## config.mk

```make
export PLATFORM = sky130hd
export DESIGN_NAME = lsd_line_state
export DESIGN_NICKNAME = d
export VERILOG_FILES = /design/src/rtl/lsd_pkg.sv /design/src/rtl/lsd_run_tracker.sv /design/src/rtl/lsd_ivl_class.sv /design/src/rtl/lsd_match_ctr.sv /design/src/rtl/lsd_state_fsm.sv /design/src/rtl/lsd_line_state.sv
export SDC_FILE = /design/constraint.sdc
export NUM_CORES = 1
export LEC_CHECK = 0
export CORE_ASPECT_RATIO = 0.8
export CORE_UTILIZATION = 52
export DETAILED_ROUTE_END_ITERATION = 16
export PLACE_DENSITY = 0.74
export SYNTH_ARGS = -nofsm -noshare
export SYNTH_HDL_FRONTEND = slang
export SYNTH_SLANG_ARGS = --single-unit
```

## constraint.sdc

```tcl
create_clock -name clk_i -period 2.54 [get_ports clk_i]
set_clock_uncertainty 0.05 [all_clocks]
set_input_delay 0.254 -clock clk_i [delete_from_list [all_inputs] [get_ports clk_i]]
set_output_delay 0.254 -clock clk_i [all_outputs]
set_load 0.005 [all_outputs]
```

## src/rtl/lsd_pkg.sv

```systemverilog
package lsd_pkg;
  typedef enum logic [1:0] {
    LS_ACTIVE = 2'd0,
    LS_QUIET  = 2'd1,
    LS_MASTER = 2'd2,
    LS_HALT   = 2'd3
  } line_state_e;

  typedef enum logic [2:0] {
    IV_DATA,
    IV_HALT,
    IV_MASTER,
    IV_BAD,
    IV_LONG
  } ivl_kind_e;
endpackage

```

## src/rtl/lsd_run_tracker.sv

```systemverilog
module lsd_run_tracker #(
  parameter int QUIET_LEN = 16,
  localparam int CW = $clog2(QUIET_LEN + 1)
) (
  input  logic          clk_i,
  input  logic          rst_ni,
  input  logic          sd_i,
  output logic          trans_o,
  output logic          first_o,
  output logic [CW-1:0] ivl_o,
  output logic          static_hit_o
);
  localparam logic [CW-1:0] QMAX = CW'(QUIET_LEN);

  logic          init_q, last_q, seen_q;
  logic [CW-1:0] run_q, run_n;

  assign trans_o = init_q && (sd_i != last_q);
  assign first_o = trans_o && !seen_q;
  assign ivl_o   = run_q;

  // saturate at QUIET_LEN so long static periods never wrap
  always_comb begin
    if (!init_q || trans_o)   run_n = CW'(1);
    else if (run_q == QMAX)   run_n = QMAX;
    else                      run_n = run_q + CW'(1);
  end

  assign static_hit_o = init_q && !trans_o && (run_q != QMAX) && (run_n == QMAX);

  always_ff @(posedge clk_i or negedge rst_ni) begin
    if (!rst_ni) begin
      init_q <= 1'b0;
      last_q <= 1'b0;
      seen_q <= 1'b0;
      run_q  <= '0;
    end else begin
      init_q <= 1'b1;
      last_q <= sd_i;
      run_q  <= run_n;
      if (trans_o) seen_q <= 1'b1;
    end
  end
endmodule

```

## src/rtl/lsd_ivl_class.sv

```systemverilog
module lsd_ivl_class
  import lsd_pkg::*;
#(
  parameter int QUIET_LEN  = 16,
  parameter int DATA_MAX   = 3,
  parameter int HALT_LEN   = 5,
  parameter int MASTER_LEN = 10,
  localparam int CW = $clog2(QUIET_LEN + 1)
) (
  input  logic [CW-1:0] ivl_i,
  output ivl_kind_e     kind_o
);
  always_comb begin
    if (ivl_i <= CW'(DATA_MAX))         kind_o = IV_DATA;
    else if (ivl_i == CW'(HALT_LEN))    kind_o = IV_HALT;
    else if (ivl_i == CW'(MASTER_LEN))  kind_o = IV_MASTER;
    else if (ivl_i >= CW'(QUIET_LEN))   kind_o = IV_LONG;
    else                                kind_o = IV_BAD;
  end
endmodule

```

## src/rtl/lsd_match_ctr.sv

```systemverilog
module lsd_match_ctr
  import lsd_pkg::*;
#(
  parameter int MATCH_N = 4,
  localparam int MW = $clog2(MATCH_N + 1)
) (
  input  logic      clk_i,
  input  logic      rst_ni,
  input  logic      trans_i,
  input  logic      first_i,
  input  logic      clr_i,
  input  ivl_kind_e kind_i,
  output logic      master_hit_o,
  output logic      halt_hit_o
);
  localparam logic [MW-1:0] NMAX = MW'(MATCH_N);

  ivl_kind_e     kind_q, kind_n;
  logic [MW-1:0] cnt_q, cnt_n;
  logic          is_line;

  assign is_line = (kind_i == IV_HALT) || (kind_i == IV_MASTER);

  always_comb begin
    cnt_n  = cnt_q;
    kind_n = kind_q;
    if (clr_i || first_i) begin
      cnt_n = '0;
    end else if (trans_i) begin
      if (is_line) begin
        kind_n = kind_i;
        if (kind_q == kind_i && cnt_q != '0)
          cnt_n = (cnt_q == NMAX) ? NMAX : cnt_q + MW'(1);
        else
          cnt_n = MW'(1);
      end else begin
        cnt_n = '0;
      end
    end
  end

  assign master_hit_o = trans_i && !first_i && (kind_i == IV_MASTER) && (cnt_n == NMAX);
  assign halt_hit_o   = trans_i && !first_i && (kind_i == IV_HALT)   && (cnt_n == NMAX);

  always_ff @(posedge clk_i or negedge rst_ni) begin
    if (!rst_ni) begin
      cnt_q  <= '0;
      kind_q <= IV_DATA;
    end else begin
      cnt_q  <= cnt_n;
      kind_q <= kind_n;
    end
  end
endmodule

```

## src/rtl/lsd_state_fsm.sv

```systemverilog
module lsd_state_fsm
  import lsd_pkg::*;
(
  input  logic        clk_i,
  input  logic        rst_ni,
  input  logic        sd_i,
  input  logic        trans_i,
  input  logic        first_i,
  input  logic        static_hit_i,
  input  ivl_kind_e   kind_i,
  input  logic        master_hit_i,
  input  logic        halt_hit_i,
  output line_state_e state_o,
  output logic        chg_o,
  output logic        viol_o
);
  line_state_e st_q, st_n;
  logic        chg_q, viol_q, viol_n;

  always_comb begin
    st_n   = st_q;
    viol_n = 1'b0;
    if (static_hit_i) begin
      // low static = dark line, high static = illegal
      st_n   = sd_i ? LS_ACTIVE : LS_QUIET;
      viol_n = sd_i;
    end else if (trans_i) begin
      if (first_i)           st_n = LS_ACTIVE;
      else if (master_hit_i) st_n = LS_MASTER;
      else if (halt_hit_i)   st_n = LS_HALT;
      else                   st_n = LS_ACTIVE;
      viol_n = !first_i && (kind_i == IV_BAD);
    end
  end

  always_ff @(posedge clk_i or negedge rst_ni) begin
    if (!rst_ni) begin
      st_q   <= LS_ACTIVE;
      chg_q  <= 1'b0;
      viol_q <= 1'b0;
    end else begin
      st_q   <= st_n;
      chg_q  <= (st_n != st_q);
      viol_q <= viol_n;
    end
  end

  assign state_o = st_q;
  assign chg_o   = chg_q;
  assign viol_o  = viol_q;
endmodule

```

## src/rtl/lsd_line_state.sv

```systemverilog
module lsd_line_state
  import lsd_pkg::*;
#(
  parameter int QUIET_LEN  = 16,
  parameter int MATCH_N    = 4,
  parameter int DATA_MAX   = 3,
  parameter int HALT_LEN   = 5,
  parameter int MASTER_LEN = 10
) (
  input  logic       clk_i,
  input  logic       rst_ni,
  input  logic       sd_i,
  output logic [1:0] state_o,
  output logic       chg_o,
  output logic       viol_o
);
  localparam int CW = $clog2(QUIET_LEN + 1);

  logic          trans, first, static_hit, master_hit, halt_hit;
  logic [CW-1:0] ivl;
  ivl_kind_e     kind;
  line_state_e   st;

  lsd_run_tracker #(.QUIET_LEN(QUIET_LEN)) u_run (
    .clk_i        (clk_i),
    .rst_ni       (rst_ni),
    .sd_i         (sd_i),
    .trans_o      (trans),
    .first_o      (first),
    .ivl_o        (ivl),
    .static_hit_o (static_hit)
  );

  lsd_ivl_class #(
    .QUIET_LEN  (QUIET_LEN),
    .DATA_MAX   (DATA_MAX),
    .HALT_LEN   (HALT_LEN),
    .MASTER_LEN (MASTER_LEN)
  ) u_cls (
    .ivl_i  (ivl),
    .kind_o (kind)
  );

  lsd_match_ctr #(.MATCH_N(MATCH_N)) u_match (
    .clk_i        (clk_i),
    .rst_ni       (rst_ni),
    .trans_i      (trans),
    .first_i      (first),
    .clr_i        (static_hit),
    .kind_i       (kind),
    .master_hit_o (master_hit),
    .halt_hit_o   (halt_hit)
  );

  lsd_state_fsm u_fsm (
    .clk_i        (clk_i),
    .rst_ni       (rst_ni),
    .sd_i         (sd_i),
    .trans_i      (trans),
    .first_i      (first),
    .static_hit_i (static_hit),
    .kind_i       (kind),
    .master_hit_i (master_hit),
    .halt_hit_i   (halt_hit),
    .state_o      (st),
    .chg_o        (chg_o),
    .viol_o       (viol_o)
  );

  assign state_o = st;
endmodule

```

# Yosys cells after proc, flatten, opt, wreduce, memory -nomap -nowiden
# Cells that the tools add are included.
classes:
  n_addsub: 2
  order_cmp: 2
  n_eq_ne: 13
  n_mux: 19
  bitwise: 1
  reduce_logical: 21
ops:
  columns: ["operator", "count"]
  rows:
  - ["$mux W3", 9]
  - ["$logic_and A1 B1 Y1", 12]
  - ["$eq A5 B5 Y1 const B", 2]
  - ["$mux W2", 5]
  - ["$mux W5", 2]
  - ["$eq A3 B2 Y1 const B", 2]
  - ["$eq A3 B3 Y1 const B", 2]
  - ["$add A5 B1 Y5 const B", 1]
  - ["$eq A5 B3 Y1 const B", 1]
  - ["$eq A5 B4 Y1 const B", 1]
  - ["$ge A5 B5 Y1 const B", 1]
  - ["$le A5 B2 Y1 const B", 1]
  - ["$ne A5 B5 Y1 const B", 1]
  - ["$logic_not A1 Y1", 4]
  - ["$add A3 B1 Y3 const B", 1]
  - ["$eq A3 B1 Y1 const B", 1]
  - ["$eq A3 B3 Y1", 1]
  - ["$logic_or A1 B1 Y1", 3]
  - ["$mux W1", 3]
  - ["$reduce_and A3 Y1", 1]
  - ["$reduce_bool A3 Y1", 1]
  - ["$ne A2 B2 Y1", 1]
  - ["$ne A1 B1 Y1", 1]
  - ["$not A1 Y1", 1]
word_totals:
  regBits: 18
  inputBits: 3
  out_inout_bits: 4
  word_cells: 67

# Depth between registers and ports, before layout
# Gate-level depths: netlist (run 1).
logic_depth:
  ltp_word: 19
  mapped_depth: 9

# Hierarchy
# Synthesis (run 1) repeated with hierarchy kept, for this count alone.
hier_totals:
  cells_unflattened: 122
  hier_area_um2: 1157.4
by_module_without_submodules:
  columns: ["module", "instances", "cells_each", "area_per_inst_um2", "seq_area_each_um2"]
  rows:
  - ["lsd_match_ctr", 1, 49, 454.2, 150.1]
  - ["lsd_run_tracker", 1, 43, 437.9, 200.2]
  - ["lsd_state_fsm", 1, 24, 231.5, 100.1]
  - ["lsd_ivl_class", 1, 6, 33.8, 0.0]

# Worst setup path after synthesis (run 1)
# OpenSTA, ideal clock, no wires.
synth_timing:
  path_kind: "reg-to-reg"
  startpoint: "reg u_run.run_q[0] (netlist: u_run.ivl_o[0])"
  endpoint: "reg u_fsm.chg_q (netlist: u_fsm.chg_o)"
  setup_time_ns: 0.104
  arrival_time_ns: 2.251
  required_ns: 2.386
  setup_slack_ns: 0.135
  path_stages_with_launch: 9
  cell_sequence: "dfrtp_1 -> ha_1 -> nand3b_1 -> a2111oi_4 -> a32o_1 -> o31ai_2 -> and3_4 -> a311o_1 -> o311ai_1"
synth_between:
  elab_chain_len: 19
  elab_cells_between_ends: 37
synth_rtl:
  columns: ["item", "line_no", "rtl"]
  rows:
  - ["start: declaration", "lsd_run_tracker.sv:16", "logic [CW-1:0] run_q, run_n;"]
  - ["start signal: assignment", "lsd_run_tracker.sv:40", "run_q <= run_n;"]
  - ["$ge A5 B5 Y1", "lsd_ivl_class.sv:17", "else if (ivl_i >= CW'(QUIET_LEN)) kind_o = IV_LONG;"]
  - ["$mux W3", "lsd_ivl_class.sv:17", null]
  - ["$mux W3", "lsd_ivl_class.sv:16", "else if (ivl_i == CW'(MASTER_LEN)) kind_o = IV_MASTER;"]
  - ["$mux W3", "lsd_ivl_class.sv:15", "else if (ivl_i == CW'(HALT_LEN)) kind_o = IV_HALT;"]
  - ["$mux W3", "lsd_ivl_class.sv:14", "if (ivl_i <= CW'(DATA_MAX)) kind_o = IV_DATA;"]
  - ["$eq A3 B3 Y1", "lsd_match_ctr.sv:32", "if (kind_q == kind_i && cnt_q != '0)"]
  - ["$logic_and A1 B1 Y1", "lsd_match_ctr.sv:32", null]
  - ["$mux W3", "lsd_match_ctr.sv:32", null]
  - ["(+3 left out)", null, null]
  - ["$eq A3 B3 Y1", "lsd_match_ctr.sv:42, lsd_match_ctr.sv:43", null]
  - ["$logic_and A1 B1 Y1", "lsd_match_ctr.sv:43", "assign halt_hit_o = trans_i && !first_i && (kind_i == IV_HALT) && (cnt_n == NMAX);"]
  - ["$mux W2", "lsd_state_fsm.sv:30", "else if (halt_hit_i) st_n = LS_HALT;"]
  - ["$mux W2", "lsd_state_fsm.sv:29", "else if (master_hit_i) st_n = LS_MASTER;"]
  - ["$mux W2", "lsd_state_fsm.sv:28", "if (first_i) st_n = LS_ACTIVE;"]
  - ["$mux W2", "lsd_state_fsm.sv:27", "end else if (trans_i) begin"]
  - ["$mux W2 *", "lsd_state_fsm.sv:23", "if (static_hit_i) begin"]
  - ["$ne A2 B2 Y1 *", "lsd_state_fsm.sv:43", "chg_q <= (st_n != st_q);"]
  - ["end signal: assignment", "lsd_state_fsm.sv:43", null]
  - ["end: declaration", "lsd_state_fsm.sv:18", "logic chg_q, viol_q, viol_n;"]
# Every way passes the cells marked *; elsewhere a longest branch is shown, timed or not.
# A chain may end at the register's enable or synchronous reset.

# Worst setup path after layout (run 1)
layout_timing:
  startpoint: "reg u_run.run_q[1] (netlist: u_run.ivl_o[1])"
  endpoint: "reg u_fsm.chg_q (netlist: u_fsm.chg_o)"
layout_between:
  elab_chain_len: 19
  elab_cells_between_ends: 37
layout_rtl:
  columns: ["item", "line_no", "rtl"]
  rows:
  - ["$ge A5 B5 Y1", "lsd_ivl_class.sv:17", null]
  - ["$mux W3", "lsd_ivl_class.sv:17", null]
  - ["$mux W3", "lsd_ivl_class.sv:16", null]
  - ["$mux W3", "lsd_ivl_class.sv:15", null]
  - ["$mux W3", "lsd_ivl_class.sv:14", null]
  - ["$eq A3 B3 Y1", "lsd_match_ctr.sv:32", null]
  - ["$logic_and A1 B1 Y1", "lsd_match_ctr.sv:32", null]
  - ["$mux W3", "lsd_match_ctr.sv:32", null]
  - ["(+3 left out)", null, null]
  - ["via u_match.cnt_n[2]", "lsd_match_ctr.sv:19", "logic [MW-1:0] cnt_q, cnt_n;"]
  - ["$eq A3 B3 Y1 *", "lsd_match_ctr.sv:42, lsd_match_ctr.sv:43", null]
  - ["$logic_and A1 B1 Y1", "lsd_match_ctr.sv:43", null]
  - ["$mux W2", "lsd_state_fsm.sv:30", null]
  - ["$mux W2 *", "lsd_state_fsm.sv:29", null]
  - ["$mux W2 *", "lsd_state_fsm.sv:28", null]
  - ["$mux W2 *", "lsd_state_fsm.sv:27", null]
  - ["$mux W2 *", "lsd_state_fsm.sv:23", null]
  - ["$ne A2 B2 Y1 *", "lsd_state_fsm.sv:43", null]
# Mark *: on every way through the listed nets, which the timed path passes. The rest lies on a longest branch.

==> metrics.txt, run 1 <==
r2r startpoint=u_run.ivl_o[1]$_DFF_PN0_; top post-synthesis cells by area=dfrtp_1, ha_1, a2111oi_4, nor2_1, xor2_1; worst-path maximum fanout=5; area of the mapped netlist=roughly 1100 sq um; Buffers & Inverters on Critical Path=1; WP data required=between 2 and 3 ns; post-synthesis sequential area ratio=39.22%; clk_lat worst skew=0.30 ns; post-DP HPWL=~1800 um; critical path type=flop to flop; crit path from=u_run.ivl_o[1]$_DFF_PN0_; status=complete, no violations; Unique masters post-synth=43; Mapped Nets=126; number of enable flip-flop cells after synthesis=0; Slew headroom=a little under half; worst path cell trace=ha_4 -> nand3b_1 -> a2111oi_4 -> buf_4 -> a41oi_2 -> nor3_2 -> and3_4 -> a311o_1 -> o311ai_2; total gr overflow=0; Hold WS=0.3541 ns; GPL Wtd Cong=0.8924; Peak supply drop=around 400 uV; RSZ-0062 raised after global routing=true; post-synthesis cell count=117; Yosys warning count=0; DIE HEIGHT=44.04 um; n_diodes=0; FFs w/ async S/R, synth=100.0%; Met3 Wirelength=77 um; Final period util=a little under 100%; Hold Crit Class=input pin to asynchronous set/reset pin; setup slack at placement=-0.03015 ns; largest net degree at the start of global routing=19; # rows=14; First-pass DRT Iterations=4; max_cap viols=0; Via density=5.820; Initial Utilization=58.03%; Critical Path Max Stage Delay=between 0.4 and 0.5 ns; fin crit period=2.521 ns; H-Tree Depth=1; reg2reg path depth=9; final hold viol count=0; Data arrival, critical path=approximately 2.7 ns; Die ar.=roughly 2400 sq um; met2 WL=1090 um; WL final=2508 um; final max-slew violation count=0; Seq cells post-synth=18; Yosys top cell area share=39.22%; maximum root-to-sink buffer count=2; root buf cell=clkbuf_4; Ports=7; DR iter-0 viols=23; Port-buffer cells=6; ys flop type=dfrtp_1; DR vias=937; vias in the first global route=approximately 900; routed len/inst=15.58 um; worst slew pin tran=0.8118 ns; Nets=147; clock-pin slew of the registers on the worst-case setup and hold paths=0.11 ns; top layer in use=met4; CTS tree=done; Avg Cell Area, Syn=9.817 sq um; critical path's slowest cell=dfrtp_2; fraction of layout cells with a size suffix above 1=21.90%; startpoint types=flop; Routed Antenna Nets=0; R2R setup slack=0.02 ns; fmax=approximately 0.40 GHz; setup violators final=0; setup TNS=0 ns; initial antenna violation count=0; core region area=between 1500 and 2000 sq um; CP top delay family=simple AND/OR/NAND/NOR gates; final worst slack=0.01853 ns; non-filler cells, final=161; Metal-1 WL=1305 um; drt drc=0; critical path capture point type=flop; Power Density=412.4 nW/um^2; worst reg2reg path endpoint=u_fsm.chg_o$_DFF_PN0_; CTS Sinks=18; Inserted Clock Buffers=3; Pwr Total=between 0.0005 and 0.0006 W; Post-Place Cells=154; first-pass GRT wire length=between 4000 and 5000 um; GRT Total Usage=24.87%; die width=54.55 um; Layout area overhead=22.11%; LEAKAGE=0.6097 nW; area leader, netlist=dfrtp_1
[layout make-up]
cell class                 instances  area [sq um]
clock buffer                       4         36.28
timing repair buffer              20         165.2
tap                               24         30.03
sequential                        18         451.7
multi-input combinational         90         700.7
inverter                           5         18.77
fill                             147         576.8
[placed cells by master (no fill, tap or decap), drive strengths merged, types with 2 or more instances in the layout]
| cell type | instances |
|---|---|
| xor2 | 4 |
| clkdlybuf4s50 | 6 |
| and3b | 3 |
| nand2 | 8 |
| inv | 5 |
| nand3 | 3 |
| nand2b | 3 |
| clkbuf | 4 |
| nor2 | 13 |
| nand3b | 3 |
| a41oi | 2 |
| a2111oi | 2 |
| ha | 6 |
| o21bai | 2 |
| and2 | 2 |
| nand4 | 3 |
| a21oi | 3 |
| dfrtp | 18 |
| xnor2 | 2 |
| nor2b | 3 |
| nor3 | 3 |
| buf | 14 |
| o21ai | 5 |
| and3 | 3 |
[state kept, by name, indices dropped and copies added, names as in the netlist, 2 cells and up]
register        flops
u_fsm.state_o       2
u_match.kind_q      3
u_run.ivl_o         5
u_match.cnt_q       3
[how the worst max path moves through the flow]
stage / endpoint / slack, ns / cells after the start
after global routing: u_fsm.chg_o$_DFF_PN0_ / -0.08 / 9
after floorplan: u_fsm.chg_o$_DFF_PN0_ / 0.14 / 8
final: u_fsm.chg_o$_DFF_PN0_ / 0.02 / 9
after detailed placement: u_fsm.chg_o$_DFF_PN0_ / -0.03 / 8
after CTS: u_fsm.chg_o$_DFF_PN0_ / 0.02 / 10
after global placement: u_fsm.chg_o$_DFF_PN0_ / 0.04 / 8
[cells in the mapped netlist (all sizes together), types with 2 or more instances]
cell     count
a2111oi      2
a21oi        3
a41oi        2
and2         2
and3         3
and3b        3
buf          2
clkbuf       2
dfrtp       18
ha           6
inv          5
nand2        8
nand2b       3
nand3        3
nand3b       3
nand4        3
nor2        13
nor2b        3
nor3         3
o21ai        5
o21bai       2
xnor2        2
xor2         4
[logic make-up after synthesis]
group           share of synthesized area (%)
flops                                   39.22
other cells                            0.3265
fa+ha+maj                               6.536
simple gates                            24.51
xor+xnor                                4.575
mux                                    0.8715
buf+inv                                 3.704
compound gates                          20.26
[power breakdown]
| part | switching (W) | internal, W |
|---|---|---|
| Sequential | 0.0000111 | 0.000295 |
| Clock | 0.0000977 | 0.0000875 |
| Combinational | 0.0000488 | 0.0000386 |
| Total | 0.000158 | 0.000421 |
[layer usage]
metal  track usage [%]  vias to the layer above
li1                  -                      464
met1             34.79                      454
met2             35.61                       14
met3             7.560                        5
met4             10.26                        0
met5                 0                        -
[stage by stage]
stage	util, %	area, sq um
after floorplan	-	1149
after global placement	65.55	1297
after detailed placement	65.55	1297
after CTS	67.38	1334
after global routing	70.86	1403
final	70.86	1403
[repair_timing]
item                                    CTS  global route
buffers inserted                          0             3
endpoints found under the hold margin     0             0
hold buffers                              0             0
resized for setup                         0             8
endpoints found under the setup margin    1             3
pin swaps                                 1             6
Power figures use the tool's default switching activity.
==> run 2, diff against run 1 <==
--- a/constraint.sdc
+++ b/constraint.sdc
@@ -4,2 +4,2 @@
 set_output_delay 0.254 -clock clk_i [all_outputs]
-set_load 0.005 [all_outputs]
+set_load 0.02 [all_outputs]
==> results of run 2 <==
The final DEF is identical to that of run 1. Status: complete, no violations.
Among the figures that moved: total power 0.0005784 W -> 0.0005792 W; worst IR drop on VDD 399.1 uV -> 399.3 uV
==> run 3, diff against run 2 <==
CORE_MARGIN = 2   (was default)
==> metrics.txt, run 3 (same netlist as run 1, synthesis figures left out) <==
Port-buffer cells=6; H-Tree Depth=1; Hold Crit Class=input pin to asynchronous set/reset pin; Ports=7; worst slew pin tran=roughly 0.81 ns; critical path type=flop to flop; DIE HEIGHT=approximately 46 um; DR vias=946; Hold Buf Count CTS=0; routed len/inst=15.08 um; DR iter-0 viols=28; Power Density=404.6 nW/um^2; largest net degree at the start of global routing=19; Inserted Clock Buffers=3; worst-path maximum fanout=4; WP data required=around 2.7 ns; Final period util=96.61%; vias in the first global route=866; Fillers=160; startpoint types=flop; maximum root-to-sink buffer count=2; Initial Utilization=between 50% and 60%; GPL Wtd Cong=0.9484; fraction of layout cells with a size suffix above 1=22.70%; non-filler cells, final=approximately 170; multi-input logic area=685.7 sq um; critical path capture point type=flop; WL final=2504 um; final max-slew violation count=0; Core Util, Final=approximately 67%; Data arrival, critical path=2.60 ns; Peak supply drop=265.6 uV; # rows=15; n_diodes=0; CTS Sinks=18; core region area=~2100 sq um; commonest non-fill, non-tap cell in the layout=buf_4; die width=56.55 um; Pwr Total=~0.00057 W; CTS tree=done; first-pass GRT wire length=3995 um; fmax=0.4075 GHz; post-DP HPWL=1714 um; drt drc=0; setup violators final=0; max_cap viols=0; First-pass DRT Iterations=6; LEAKAGE=between 0.6 and 0.7 nW; total gr overflow=0; Routed Antenna Nets=0; register area=451.7 sq um; root buf cell=clkbuf_4; Layout area overhead=23.53%; status=complete, no violations; fin crit period=2.454 ns; clk_lat worst skew=0.29 ns; Die ar.=2603 sq um; Nets=151; most frequent cells in the layout=buf_4, dfrtp_1, nor2_1; final hold viol count=0; max FFs per register=5; clock-pin slew of the registers on the worst-case setup and hold paths=0.11 ns; GRT Total Usage=20.66%; Via density=5.699; Slew headroom=between 40% and 50%; initial antenna violation count=0; Post-Place Cells=157
==> run 3: cell types whose count changed in the layout (fill, tap and decap cells not counted) <==
cell      previous run  this run
o21ai_0              5         4
nand2_2              1         0
o311ai_1             0         1
o21ai_1              0         1
a32o_2               0         1
a32o_1               1         0
o311ai_2             1         0
nand2_1              7         8
o22ai_1              0         1
o22ai_2              1         0
buf_4               14        18
==> run 3: through the flow <==
stage	hold WS (ns)	area, sq um	setup WS, ns	TNS, ns
finish	0.3642	1419	0.08611	0
global route	0.4481	1419	-0.01041	-0.01041
CTS	0.3881	1350	0.01114	0
detailed placement	0.4862	1314	0.008990	0
global placement	0.4774	1314	0.08781	0
floorplan	-0.09159	1149	0.1354	0
==> run 3: final timing paths <==
path	from	end	slack [ns]	depth (start not counted)
setup / recovery	u_run.ivl_o[1]$_DFF_PN0_	u_fsm.chg_o$_DFF_PN0_	0.09	9
hold / removal	rst_ni	u_run.ivl_o[2]$_DFF_PN0_	0.36	1
setup reg to reg	u_run.ivl_o[1]$_DFF_PN0_	u_fsm.chg_o$_DFF_PN0_	0.09	9
hold reg to reg	u_fsm.state_o[1]$_DFF_PN0_	u_fsm.chg_o$_DFF_PN0_	0.50	1
max in group asynchronous	rst_ni	u_run.ivl_o[0]$_DFF_PN0_	1.52	1
min in group clk_i	sd_i	u_run.last_q$_DFF_PN0_	0.50	1
==> run 3: metal layers <==
layer  global-route usage [%]  vias up  wire length, um
li1                         -      475                -
met1                    28.02      445             1216
met2                    33.02       24             1149
met3                    7.102        2              122
met4                    2.857        0               16
met5                        0        -                0
==> run 3: power by group <==
group | internal (W) | leakage, nW | switching [W]
combinational | 0.0000405 | 0.378 | 0.0000487
clock | 0.0000873 | 0.0210 | 0.0000913
sequential | 0.000295 | 0.236 | 0.0000117
==> run 3: worst max-delay path: stages, from the launching register on <==
cell and delay [ns]:
dfrtp_1 0.45, ha_4 0.20, nand3b_1 0.21, a2111oi_4 0.37
buf_4 0.18, buf_4 0.10, nand4_1 0.14, and3_4 0.23
a311o_1 0.34, o311ai_1 0.08
==> run 3: what timing repair did <==
action | in CTS | in global routing
endpoints found under the setup margin | 0 | 3
gates resized for setup | 0 | 7
setup buffers | 0 | 5
==> run 3: layout make-up <==
cell class,instances,share of cell area [%]
clock buffers,4,2.557
inverters,5,1.323
multi-input cells,90,48.32
flip-flops and latches,18,31.83
well taps,25,2.205
repair buffers,24,13.76
